--- config.mk ---
export PLATFORM = sky130hd
export DESIGN_NAME = xor_pos_restore
export DESIGN_NICKNAME = d
export VERILOG_FILES = /design/src/rtl/xor_pos_restore.sv
export SDC_FILE = /design/constraint.sdc
export NUM_CORES = 1
export LEC_CHECK = 0
export ABC_AREA = 1
export BUFFER_PORTS_ARGS = -buffer_cell sky130_fd_sc_hd__buf_4
export CAP_MARGIN = 20
export CORE_MARGIN = 2
export CORE_UTILIZATION = 52
export CTS_BUF_LIST = sky130_fd_sc_hd__clkbuf_8
export CTS_CLUSTER_SIZE = 16
export DETAILED_ROUTE_END_ITERATION = 12
export PLACE_DENSITY = 0.88
export REMOVE_ABC_BUFFERS = 1
export SYNTH_ARGS = -nofsm -noshare
export SYNTH_HDL_FRONTEND = slang
export SYNTH_SLANG_ARGS = --single-unit
--- constraint.sdc ---
create_clock -name clk -period 3.25 [get_ports clk]
set_clock_uncertainty 0.1 [all_clocks]
set_input_delay 0.325 -clock clk [delete_from_list [all_inputs] [get_ports clk]]
set_output_delay 0.325 -clock clk [all_outputs]
set_load 0.01 [all_outputs]
--- src/rtl/xor_pos_restore.sv ---
module xor_pos_restore #(
  parameter int ADDR_W = 52,
  parameter logic [ADDR_W-1:0] MASK0 = ADDR_W'(64'h2020900),
  parameter logic [ADDR_W-1:0] MASK1 = ADDR_W'(64'h4041200),
  parameter logic [ADDR_W-1:0] MASK2 = ADDR_W'(64'h1010400),
  parameter logic [ADDR_W-1:0] MASK3 = ADDR_W'(64'h800)
) (
  input  logic              clk,
  input  logic              rst_n,
  input  logic              in_valid,
  output logic              in_ready,
  input  logic [ADDR_W-1:0] in_offset,
  input  logic [3:0]        in_ways,
  output logic              out_valid,
  input  logic              out_ready,
  output logic [ADDR_W-1:0] out_offset,
  output logic              out_err
);
  localparam int NSTEP = 4;
  localparam logic [NSTEP-1:0][ADDR_W-1:0] MASKS = {MASK3, MASK2, MASK1, MASK0};

  function automatic int low_bit(input logic [ADDR_W-1:0] m);
    int r = 0;
    for (int i = ADDR_W - 1; i >= 0; i--) if (m[i]) r = i;
    return r;
  endfunction

  logic [2:0] nsteps;
  logic       bad;
  logic [ADDR_W-1:0] stage [NSTEP+1];

  always_comb begin
    bad = 1'b0;
    case (in_ways)
      4'd0, 4'd8:  nsteps = 3'd0;
      4'd1, 4'd9:  nsteps = 3'd1;
      4'd2, 4'd10: nsteps = 3'd2;
      4'd3:        nsteps = 3'd3;
      4'd4:        nsteps = 3'd4;
      default: begin nsteps = 3'd0; bad = 1'b1; end
    endcase
  end

  assign stage[0] = in_offset;

  for (genvar k = 0; k < NSTEP; k++) begin : g_step
    if (MASKS[k] == '0) begin : g_skip
      assign stage[k+1] = stage[k];
    end else begin : g_hash
      localparam int LSB = low_bit(MASKS[k]);
      logic par;
      assign par = ^(stage[k] & MASKS[k]);
      assign stage[k+1] = (nsteps > 3'(k))
        ? ((stage[k] & ~(ADDR_W'(1) << LSB)) | (ADDR_W'(par) << LSB))
        : stage[k];
    end
  end

  assign in_ready = !out_valid || out_ready;

  always_ff @(posedge clk) begin
    if (!rst_n) begin
      out_valid  <= 1'b0;
      out_offset <= '0;
      out_err    <= 1'b0;
    end else if (in_valid && in_ready) begin
      out_valid  <= 1'b1;
      out_offset <= bad ? '1 : stage[NSTEP];
      out_err    <= bad;
    end else if (out_ready) begin
      out_valid  <= 1'b0;
    end
  end
endmodule


* Word-level counts from Yosys, hierarchy flattened
Cells that the tools add are included.
Storage, ports and cells: register bits 54, output and inout port bits 55, input bits 60, word-level logic and storage cells 39
Operators by class: eq/ne operators 7, bitwise operators 4, order comparisons 4, reduce and logical (&&, ||, !) cells 12, mux-type cells 9
Operators with widths (count):
- $mux 52 | 5
- $reduce_xor 52->1 | 4
- $or 52x10->52 | 1
- $or 52x11->52 | 1
- $or 52x12->52 | 1
- $or 52x9->52 | 1
- $eq 4x4->1 const B | 3
- $pmux 3 s4 | 1
- $eq 4x2->1 const B | 2
- $reduce_or 8->1 | 1
- $gt 3x1->1 const B | 2
- $gt 3x2->1 const B | 2
- $eq 4x1->1 const B | 1
- $eq 4x3->1 const B | 1
- $logic_not 4->1 | 1
- $reduce_or 2->1 | 2
- $mux 1 | 3
- $reduce_bool 2->1 | 1
- $logic_and 1x1->1 | 1
- $logic_not 1->1 | 1
- $logic_or 1x1->1 | 1

* Longest topological paths before layout
Gate-level depths: netlist of run 1.
depth in word-level cells 15, mapped depth 10, depth with buffers taken out 9

* Worst setup path after synthesis of run 1
Ideal clock, no wire load.
path kind register -> register, start reg out_valid, end reg out_offset[6], required time 3.037 ns, clock period less this slack 1.326 ns, library setup time 0.113 ns, arrival time 1.113 ns, setup slack 1.924 ns, cell stages (with the launch flop) 10, buffers on the path 2, path through dfxtp_1 -> nand2_4 -> nand2_8 -> inv_4 -> buf_12 -> buf_6 -> nor2_1 -> nor2_1 -> o21ai_1 -> inv_1
On the way: word-level cells in the longest chain between the ends 3
RTL lines:
- from (decl) | RTL line 14 | output logic out_valid,
- from (signal assigned) | RTL line 63 | out_valid <= 1'b0;
- from (signal assigned) | RTL line 67 | out_valid <= 1'b1;
- from (signal assigned) | RTL line 71 | out_valid <= 1'b0;
- $logic_not 1->1 | RTL line 59 | assign in_ready = !out_valid || out_ready;
- $logic_or 1x1->1 | RTL line 59
- net in_ready | RTL line 11 | output logic in_ready,
- $logic_and 1x1->1 | RTL line 66 | end else if (in_valid && in_ready) begin
- to (signal assigned) | RTL line 68 | out_offset <= bad ? '1 : stage[NSTEP];
- to (decl) | RTL line 16 | output logic [ADDR_W-1:0] out_offset,
The timed path passes the listed nets, and every way through them passes these cells. A chain may end at the register's enable or synchronous reset.

* Worst setup path in the final report of run 1
start reg out_valid, end reg out_offset[25]
On the way: word-level cells in the longest chain between the ends 3
RTL lines (RTL line):
- $logic_not 1->1 | 59
- $logic_or 1x1->1 | 59
- $logic_and 1x1->1 | 66
Every way passes these cells.

==> results.ini, run 1 <==
[finish]
fillers = 381
final_core_util_pct = 74.0
syn2layout_area_growth_pct = 34.9
multi_input_area_um2 = 977
layout_commonest_cell = buf_4
nets = 512
layout_common_cells = buf_4 (115), nor2_1 (96), inv_1 (57)
drive_above_1_share_pct = 30.1
final-seq-area_um2 = 1080
fin_area_um2 = 3290
diodes = 0

[sta]
worst_slew_margin_rel_pct = 61.3
fmax_mhz = 514
final.setup.worst_slack_ns = 1.30
slew_violations = 0
setup_viol = 0
rsz0062_at_grt = false
hold_viol_final = 0
setup_tns_ns = 0
min_period_ns = 1.95
fin_crit_sh_pct = 59.9
worstMarginPinSlew_ns = 0.577

[power_and_ir_drop]
p_seq_share_pct = 52.2
vdd_drop_max_v = 0.000253
p_leak_nw = 1.90
finalPower_mw = 1.44
intPower_mw = 1.04
swShare_pct = 27.9
powerDensity_nw_per_um2 = 438
pwr-share-clk_pct = 23.6
combPwrFrac_pct = 24.2
p_sw_mw = 0.402

[synth]
synthFlopType = dfxtp_1
synth-seq-area-share_pct = 44.3
yosysWarnings = 0
yosysUniqueCellTypes = 26
avgSynthCellArea_um2 = 7.05
synthArstFlopShare_pct = 0
synth_area_um2 = 2440
ys_ff_latch = 54
syn_inst = 346
synth_edf_count = 0

[run]
maxCapViolCount = 0

[placed_design]
dpl_cell_area_um2 = 3210
port_buffers = 114
finalWeightedCongestion = 0.864
dpl_worst_slack_ns = 1.19
hpwl_um = 4130

[clock_tree]
clockBufferDepth = 2
cts_root_buffer = clkbuf_8
cts_resized = 0
cts-buffers-inserted = 5
holdBufCountCts = 0
path_clk_slew_ns = 0.09
cts_setup_buffers = 0
worstSkewPairLatency_ns = 0.29
htreeDepth = 2
clock_sinks = 54
cts_tree = built

[worst_setup_path]
slowest_delay_ns = 0.44
arrival_ns = 2.03
cp-start-kind = flop
critPathKind = flop to flop
end_kind = flop
r2r_cells = 6
cp_common_cell = nand2_4
critPathRequiredTime_ns = 3.33
path_max_fanout = 56
worstPathCellList = nand2_4, nand2_8, inv_4, nand2_4, o21ai_0, inv_1
slowest_stage = inv_4

[global_routing]
antenna_found_initial = 0
grt_pass1_vias = 2095
grt_pass1_wl_um = 8690
grt_max_degree = 57
grt_overflow = 0
grtUsageTotal_pct = 20.6

[route]
firstDrtPassIters = 4
drtIter0Drc = 120
drt-wirelength-per-cell_um = 11.0
wirelength_um = 5570
vias = 2366
ant_nets = 0
drc = 0
vias_per_cell = 4.69

[floorplanning]
io_pins = 115
dieArea_um2 = 5250
core_area_um2 = 4440
fp-row-count = 24
die_w_um = 72.5
start_util_pct = 54.9
dieHeight_um = 72.5

[worst_hold_path]
min_path_cells = 3
hold_class = input pin to flop

[outcome]
status = completed

-- worst max-delay path: cells and delay by family (launching register included) --
family / cells / cell delay, ns
AOI/OAI and AO/OA: 1 / 0.29
DFF: 1 / 0.35
and+or+nand+nor: 3 / 0.58
buffers and inverters: 2 / 0.50
-- kinds of logic after synthesis --
kind of cell           share of synthesized area, %
AO/OA/AOI/OAI                                  13.3
XOR/XNOR                                      0.718
buffers and inverters                          15.6
flip-flops                                     44.3
AND/OR/NAND/NOR                                26.1
-- cell usage after synthesis, types with 2 or more instances --
master	number	area share (%)
a21oi_1	9	1.8
nand3_1	6	1.2
nor2_1	96	15
inv_1	56	8.6
nand2_1	36	5.5
o21ai_0	7	1.4
o21ai_1	47	9.6
nand2_4	2	0.92
buf_6	8	3.7
buf_2	4	0.82
nor2_2	7	1.8
dfxtp_1	54	44
-- stage by stage --
stage | hold slack, ns | cells
final | 0.129 | 504
after global routing | 0.122 | 504
after CTS | 0.118 | 504
after detailed placement | 0.410 | 497
after global placement | 0.405 | 497
after floorplan | 0.341 | 330
-- metal layers --
metal,GRT usage [%],up-vias,share of wire [%]
met4,4.12,0,0.31
met1,22.8,1027,42
met5,0,-,0
met3,6.25,2,8.4
li1,-,1255,-
met2,38.6,82,49
-- registers in the layout, summed over array words and instances (netlist names) --
register    count
out_err         1
out_offset     52
out_valid       1
-- worst paths after layout --
kind	endpoint	startpoint	slack [ns]
max	out_offset[25]$_SDFFE_PN0P_	out_valid$_SDFFE_PN0P_	1.30
min	out_offset[47]$_SDFFE_PN0P_	in_offset[47]	0.13
max reg2reg	out_offset[25]$_SDFFE_PN0P_	out_valid$_SDFFE_PN0P_	1.30
min reg2reg	out_offset[23]$_SDFFE_PN0P_	out_offset[23]$_SDFFE_PN0P_	0.42
-- power groups by stage --
stage	clock (mW)	sequential [mW]	combinational [mW]
floorplan	0	0.792	0.139
global placement	0	0.767	0.340
detailed placement	0	0.767	0.351
CTS	0.355	0.752	0.352
global route	0.377	0.759	0.387
finish	0.340	0.751	0.348
-- final cells by class --
| class | instances | area share [%] |
|---|---|---|
| clock buffers | 5 | 2.09 |
| inverters | 59 | 6.81 |
| multi-input cells | 217 | 29.7 |
| well taps | 52 | 1.98 |
| clock inverters | 2 | 0.342 |
| repair buffers | 115 | 26.2 |
| flip-flops and latches | 54 | 32.9 |
No activity file was read; power rests on OpenSTA's default activity.
==> run 2, diff against run 1 <==
--- a/config.mk
+++ b/config.mk
@@ -9,11 +9,11 @@
 export BUFFER_PORTS_ARGS = -buffer_cell sky130_fd_sc_hd__buf_4
 export CAP_MARGIN = 20
 export CORE_MARGIN = 2
-export CORE_UTILIZATION = 52
+export CORE_UTILIZATION = 48
 export CTS_BUF_LIST = sky130_fd_sc_hd__clkbuf_8
 export CTS_CLUSTER_SIZE = 16
 export DETAILED_ROUTE_END_ITERATION = 12
-export PLACE_DENSITY = 0.88
+export PLACE_DENSITY = 0.82
 export REMOVE_ABC_BUFFERS = 1
 export SYNTH_ARGS = -nofsm -noshare
 export SYNTH_HDL_FRONTEND = slang
==> constraint.sdc (replaced) <==
create_clock -name clk -period 1.9 [get_ports clk]
set_clock_uncertainty 0.1 [all_clocks]
set_input_delay 0.19 -clock clk [delete_from_list [all_inputs] [get_ports clk]]
set_output_delay 0.19 -clock clk [all_outputs]
set_load 0.01 [all_outputs]
==> run 2 against run 1 <==
  * Fmax rose by 29%
  * Die area rose by 7.9%
  * Worst setup slack got worse by 0.92 ns
  * Register-to-register slack got worse by 0.92 ns
  * Combinational power rose by 91%
  * Non-clock buffer count rose by 33
  * Core utilization rose by 1.7 points
  * Cell area rose by 11%
  * Critical path type unchanged
  * Largest power group unchanged
  * Highest routed layer unchanged
==> results.ini, run 2 (synthesis results as in run 1) <==
[finish]
largest_reg_flops = 52  ; unchanged
layout_commonest_cell = buf_4  ; unchanged
syn2layout_area_growth_pct = 49.6  ; was 34.9%
final_core_util_pct = 75.7  ; was 74.0%
fin_area_um2 = 3650  ; was 3290 um^2
nets = 545  ; was 512
max_flop_register = out_offset  ; unchanged
top_regs = out_offset x52, out_err x1, out_valid x1  ; unchanged
drive_above_1_share_pct = 29.2  ; was 30.1%
diodes = 0  ; unchanged
layout_common_cells = buf_4 (119), nor2_1 (96), inv_1 (56)  ; was buf_4 (115), nor2_1 (96), inv_1 (57)

[global_routing]
grt_max_degree = 43  ; was 57
grt_overflow = 0  ; unchanged
grt_pass1_wl_um = 9730  ; was 8690 um
grt_pass1_vias = 2295  ; was 2095
grtUsageTotal_pct = 22.3  ; was 20.6%
antenna_found_initial = 0  ; unchanged

[worst_setup_path]
slowest_delay_ns = 0.35  ; was 0.44 ns
path_delay_family = buffers and inverters  ; was simple AND/OR/NAND/NOR gates
cp-start-kind = flop  ; unchanged
critPathKind = flop to flop  ; unchanged
worstPathCellList = nand2_4, nand2_8, inv_4, buf_4, nor2_1, nor2_1, o21ai_1, inv_1  ; was nand2_4, nand2_8, inv_4, nand2_4, o21ai_0, inv_1
end_kind = flop  ; unchanged
cp_common_cell = nor2_1  ; was nand2_4
critPathRequiredTime_ns = 2.04  ; was 3.33 ns
slowest_stage = buf_4  ; was inv_4
arrival_ns = 1.66  ; was 2.03 ns
path_max_fanout = 30  ; was 56
crit_buf_inv = 3  ; was 2

[clock_tree]
clock_sinks = 54  ; unchanged
cts_setup_buffers = 0  ; unchanged
path_clk_slew_ns = 0.10  ; was 0.09 ns
cts-buffers-inserted = 5  ; unchanged
cts_tree = built  ; unchanged
htreeDepth = 2  ; unchanged
worstSkewPairLatency_ns = 0.29  ; about the same
cts_root_buffer = clkbuf_8  ; unchanged
clockBufferDepth = 2  ; unchanged

[power_and_ir_drop]
intPower_mw = 1.87  ; was 1.04 mW
combPwrFrac_pct = 25.4  ; was 24.2%
powerDensity_nw_per_um2 = 720  ; was 438 nW/um^2
vdd_drop_max_v = 0.000586  ; was 0.000253 V
p_seq_share_pct = 49.1  ; was 52.2%
p_leak_nw = 2.05  ; was 1.90 nW
finalPower_mw = 2.63  ; was 1.44 mW
p_sw_mw = 0.753  ; was 0.402 mW
pwr-share-clk_pct = 25.6  ; was 23.6%
swShare_pct = 28.6  ; was 27.9%

[sta]
hold_viol_final = 0  ; unchanged
setup_viol = 0  ; unchanged
fmax_mhz = 661  ; was 514 MHz
hold-worst-slack_ns = 0.00784  ; was 0.129 ns
min_period_ns = 1.51  ; was 1.95 ns
rsz0062_at_grt = false  ; unchanged
fin_crit_sh_pct = 79.6  ; was 59.9%
worstMarginPinSlew_ns = 0.473  ; was 0.577 ns
slew_violations = 0  ; unchanged
worst_slew_margin_rel_pct = 68.5  ; was 61.3%
setup_tns_ns = 0  ; unchanged

[route]
drtIter0Drc = 127  ; was 120
ant_nets = 0  ; unchanged
wl_met2_um = 3260  ; was 2740 um
wirelength_um = 6560  ; was 5570 um
firstDrtPassIters = 4  ; unchanged
met1_length_um = 2640  ; was 2340 um
wl_met3_um = 421  ; was 468 um
drc = 0  ; unchanged
top_layer = met4  ; unchanged
vias = 2554  ; was 2366
vias_per_cell = 4.62  ; was 4.69
drt-wirelength-per-cell_um = 11.9  ; was 11.0 um

[floorplanning]
fp-row-count = 25  ; was 24
io_pins = 115  ; unchanged
dieArea_um2 = 5670  ; was 5250 um^2
start_util_pct = 50.6  ; was 54.9%
die_w_um = 75.3  ; was 72.5 um
dieHeight_um = 75.3  ; was 72.5 um
core_area_um2 = 4820  ; was 4440 um^2

[placed_design]
dpl_cell_area_um2 = 3260  ; was 3210 um^2
port_buffers = 114  ; unchanged
finalWeightedCongestion = 0.802  ; was 0.864
hpwl_um = 4320  ; was 4130 um

[outcome]
status = completed  ; unchanged

[worst_hold_path]
hold_class = input pin to flop  ; unchanged

[run]
maxCapViolCount = 0  ; unchanged

==> run 2: changes by cell type in the layout (fill, tap and decap cells not counted) <==
cell / before / now
buf_4: 115 / 119
clkbuf_8: 5 / 6
dlygate4sd3_1: 0 / 29
inv_1: 57 / 56
inv_6: 0 / 1
==> run 2: layout make-up <==
| cell class | count | area, um^2 |
|---|---|---|
| timing repair buffer | 148 | 1180 |
| fill | 394 | 1170 |
| sequential | 54 | 1080 |
| multi-input combinational | 217 | 977 |
| inverter | 59 | 224 |
| tap | 67 | 83.8 |
| clock buffer | 6 | 82.6 |
| clock inverter | 2 | 16.3 |
==> run 2: final timing paths <==
kind	start	to	slack, ns	depth (start not counted)
max	out_valid$_SDFFE_PN0P_	out_offset[48]$_SDFFE_PN0P_	0.39	8
min	in_offset[34]	out_offset[34]$_SDFFE_PN0P_	0.008	3
max reg2reg	out_valid$_SDFFE_PN0P_	out_offset[48]$_SDFFE_PN0P_	0.39	8
min reg2reg	out_offset[19]$_SDFFE_PN0P_	out_offset[19]$_SDFFE_PN0P_	0.43	2
==> run 2: worst min-delay path: stages <==
cell     delay [ns]
buf_4          0.08
o21ai_1        0.06
inv_1          0.05
==> run 2: what timing repair did <==
item	4_1_cts	5_1_grt
hold buffers	27	2
gates resized for setup	0	0
setup endpoints to repair	0	0
hold endpoints to repair	27	2
==> run 2: layer usage <==
layer / up-vias / GRT usage (%)
met4: 0 / 9.36
met5: - / 0
li1: 1318 / -
met1: 1122 / 25.3
met3: 22 / 5.62
met2: 92 / 39.7
==> run 2: power groups by stage <==
| stage | clock network, mW | registers, mW | logic (mW) |
|---|---|---|---|
| after floorplan | 0 | 1.36 | 0.238 |
| after global placement | 0 | 1.31 | 0.596 |
| after detailed placement | 0 | 1.31 | 0.612 |
| after CTS | 0.686 | 1.29 | 0.658 |
| after global routing | 0.730 | 1.30 | 0.738 |
| final | 0.672 | 1.29 | 0.666 |
==> run 2: metrics by stage <==
| step | setup slack (ns) | cells |
|---|---|---|
| 2_1_floorplan | 0.257 | 330 |
| 3_3_place_gp | 0.466 | 516 |
| 3_5_place_dp | 0.438 | 516 |
| 4_1_cts | 0.432 | 551 |
| 5_1_grt | 0.260 | 553 |
| 6_report | 0.387 | 553 |
==> run 3, diff against run 2 <==
--- a/config.mk
+++ b/config.mk
@@ -9,11 +9,11 @@
 export BUFFER_PORTS_ARGS = -buffer_cell sky130_fd_sc_hd__buf_4
 export CAP_MARGIN = 20
 export CORE_MARGIN = 2
-export CORE_UTILIZATION = 48
+export CORE_UTILIZATION = 43
 export CTS_BUF_LIST = sky130_fd_sc_hd__clkbuf_8
 export CTS_CLUSTER_SIZE = 16
 export DETAILED_ROUTE_END_ITERATION = 12
-export PLACE_DENSITY = 0.82
+export PLACE_DENSITY = 0.78
 export REMOVE_ABC_BUFFERS = 1
 export SYNTH_ARGS = -nofsm -noshare
 export SYNTH_HDL_FRONTEND = slang
==> constraint.sdc (replaced) <==
create_clock -name clk -period 1.25 [get_ports clk]
set_clock_uncertainty 0.1 [all_clocks]
set_input_delay 0.125 -clock clk [delete_from_list [all_inputs] [get_ports clk]]
set_output_delay 0.125 -clock clk [all_outputs]
set_load 0.01 [all_outputs]
==> run 3 against run 2 <==
  * Critical path type unchanged
  * Cell area grew 11%
  * Highest routed layer unchanged
  * Hold slack improved by 0.0051 ns
  * Sequential share of layout area shrank 3.0 points
  * Power increased by 65%
  * Sequential power rose by 52%
  * Non-clock buffer count is 26 higher
  * Critical endpoint is now out_offset[43]$_SDFFE_PN0P_
  * Worst setup slack got worse by 0.36 ns
  * Fmax increased by 24%
  * Die area up 11%
  * Clock-buffer cell count is 1 lower
  * Final cell count increased by 5.6%
==> results.ini, run 3 (synthesis results as in run 1) <==
[placed_design]
dpl_worst_slack_ns = 0.000326  ; was 0.438 ns
port_buffers = 114  ; unchanged
finalWeightedCongestion = 0.750  ; was 0.802
hpwl_um = 4350  ; was 4320 um

[worst_setup_path]
r2r-start = out_valid$_SDFFE_PN0P_  ; unchanged
slowest_stage = dfxtp_2  ; was buf_4
arrival_ns = 1.33  ; was 1.66 ns
critPathRequiredTime_ns = 1.35  ; was 2.04 ns
slowest_delay_ns = 0.35  ; about the same
worstSetupEndpoint = out_offset[43]$_SDFFE_PN0P_  ; was out_offset[48]$_SDFFE_PN0P_
end_kind = flop  ; unchanged
cp-start-kind = flop  ; unchanged
critPathKind = flop to flop  ; unchanged
worstPathCellList = nand2_4, nand2_8, inv_8, nand2_4, buf_12, o21ai_1, inv_1  ; was nand2_4, nand2_8, inv_4, buf_4, nor2_1, nor2_1, o21ai_1, inv_1
timing.rr.end = out_offset[43]$_SDFFE_PN0P_  ; was out_offset[48]$_SDFFE_PN0P_
r2r_cells = 7  ; was 8
timing.reg2reg.setup_slack_ns = 0.03  ; was 0.39 ns
worstSetupStartpoint = out_valid$_SDFFE_PN0P_  ; unchanged
cp_common_cell = nand2_4  ; was nor2_1
path_max_fanout = 17  ; was 30

[finish]
top_regs = out_offset x52, out_err x1, out_valid x1  ; unchanged
nets = 571  ; was 545
syn2layout_area_growth_pct = 66.4  ; was 49.6%
largest_reg_flops = 52  ; unchanged
layout_common_cells = buf_4 (119), nor2_1 (93), inv_1 (56)  ; was buf_4 (119), nor2_1 (96), inv_1 (56)
diodes = 0  ; unchanged
layout_commonest_cell = buf_4  ; unchanged
max_flop_register = out_offset  ; unchanged
drive_above_1_share_pct = 31.4  ; was 29.2%

[route]
firstDrtPassIters = 4  ; unchanged
vias = 2684  ; was 2554
vias_per_cell = 4.60  ; was 4.62
ant_nets = 0  ; unchanged
drc = 0  ; unchanged
drt-wirelength-per-cell_um = 12.0  ; was 11.9 um
drtIter0Drc = 58  ; was 127
wirelength_um = 6980  ; was 6560 um

[floorplanning]
fp-row-count = 27  ; was 25
start_util_pct = 44.3  ; was 50.6%
dieHeight_um = 79.3  ; was 75.3 um
dieArea_um2 = 6290  ; was 5670 um^2
io_pins = 115  ; unchanged
die_w_um = 79.3  ; was 75.3 um
core_area_um2 = 5510  ; was 4820 um^2

[sta]
worstMarginPinSlew_ns = 0.216  ; was 0.473 ns
setup_viol = 0  ; unchanged
rsz0062_at_grt = true  ; was false
hold_viol_final = 0  ; unchanged
worst_slew_margin_rel_pct = 85.4  ; was 68.5%
final.setup.worst_slack_ns = 0.0257  ; was 0.387 ns
slew_violations = 0  ; unchanged
fin_crit_sh_pct = 97.9  ; was 79.6%
min_period_ns = 1.22  ; was 1.51 ns
fmax_mhz = 817  ; was 661 MHz

[clock_tree]
worstSkewPairLatency_ns = 0.30  ; was 0.29 ns
clock_sinks = 54  ; unchanged
cts_root_buffer = clkbuf_8  ; unchanged
clockBufferDepth = 2  ; unchanged
htreeDepth = 2  ; unchanged
cts_tree = built  ; unchanged
cts-buffers-inserted = 5  ; unchanged
path_clk_slew_ns = 0.10  ; about the same

[power_and_ir_drop]
finalPower_mw = 4.33  ; was 2.63 mW
intPower_mw = 3.11  ; was 1.87 mW
swShare_pct = 28.2  ; was 28.6%
p_sw_mw = 1.22  ; was 0.753 mW
combPwrFrac_pct = 26.6  ; was 25.4%
p_leak_nw = 2.21  ; was 2.05 nW
vdd_drop_max_v = 0.000736  ; was 0.000586 V
p_seq_share_pct = 45.3  ; was 49.1%
powerDensity_nw_per_um2 = 1070  ; was 720 nW/um^2
pwr-share-clk_pct = 28.1  ; was 25.6%

[outcome]
status = completed  ; unchanged

[global_routing]
grt_overflow = 0  ; unchanged
grt_pass1_vias = 2584  ; was 2295
grtUsageTotal_pct = 22.3  ; about the same
grt_pass1_wl_um = 11300  ; was 9730 um
grt_max_degree = 33  ; was 43
antenna_found_initial = 0  ; unchanged

[run]
maxCapViolCount = 0  ; unchanged

[worst_hold_path]
hold_class = input pin to flop  ; unchanged

[run 3: through the flow]
stage                     instances  TNS (ns)  utilization (%)  hold slack (ns)  cell area (um^2)
after CTS                       582         0             71.8          0.00479              3960
final                           584         0             73.7           0.0129              4060
after detailed placement        526         0             60.9            0.228              3350
after floorplan                 330    -14.69                -            0.141              2280
after global routing            584    -0.253             73.7           0.0271              4060
after global placement          526         0             60.9            0.223              3350
[run 3: what timing repair did]
item | CTS | global route
endpoints found under the hold margin | 48 | 0
gates cloned | 0 | 1
gates resized for setup | 1 | 19
hold buffers | 48 | 0
setup buffers | 0 | 1
endpoints found under the setup margin | 4 | 44
[run 3: how the worst min path moves through the flow]
stage / startpoint / slack, ns / depth (start not counted) / to
finish: in_offset[19] / 0.01 / 3 / out_offset[19]$_SDFFE_PN0P_
global route: in_offset[19] / 0.03 / 3 / out_offset[19]$_SDFFE_PN0P_
CTS: in_offset[19] / 0.005 / 3 / out_offset[19]$_SDFFE_PN0P_
detailed placement: in_offset[5] / 0.23 / 3 / out_offset[5]$_SDFFE_PN0P_
global placement: in_offset[33] / 0.22 / 3 / out_offset[33]$_SDFFE_PN0P_
floorplan: in_offset[0] / 0.14 / 2 / out_offset[0]$_SDFFE_PN0P_
[run 3: final cells by class]
| type | instances | area [um^2] |
|---|---|---|
| fill | 434 | 1450 |
| sequential | 54 | 1080 |
| timing repair buffer | 174 | 1510 |
| clock buffer | 5 | 68.8 |
| inverter | 59 | 229 |
| multi-input combinational | 217 | 1030 |
| clock inverter | 3 | 48.8 |
| tap | 72 | 90.1 |
[run 3: layer usage]
layer | global-route usage, % | vias to the layer above | share of wire (%)
li1 | - | 1372 | -
met1 | 24.8 | 1215 | 41
met2 | 42.1 | 89 | 52
met3 | 5.23 | 8 | 6.2
met4 | 5.86 | 0 | 1.1
met5 | 0 | - | 0
[run 3: power by group through the flow]
stage	logic, mW	registers [mW]	clock network [mW]
finish	1.15	1.96	1.22
global route	1.27	1.98	1.31
CTS	1.09	1.96	1.24
detailed placement	0.970	1.99	0
global placement	0.947	1.99	0
floorplan	0.361	2.06	0
[run 3: critical path: cells and delay by family (launching register included)]
kind	cells	cell delay (ns)
compound gates	1	0.13
simple gates	3	0.25
flops	1	0.35
buf+inv	3	0.30
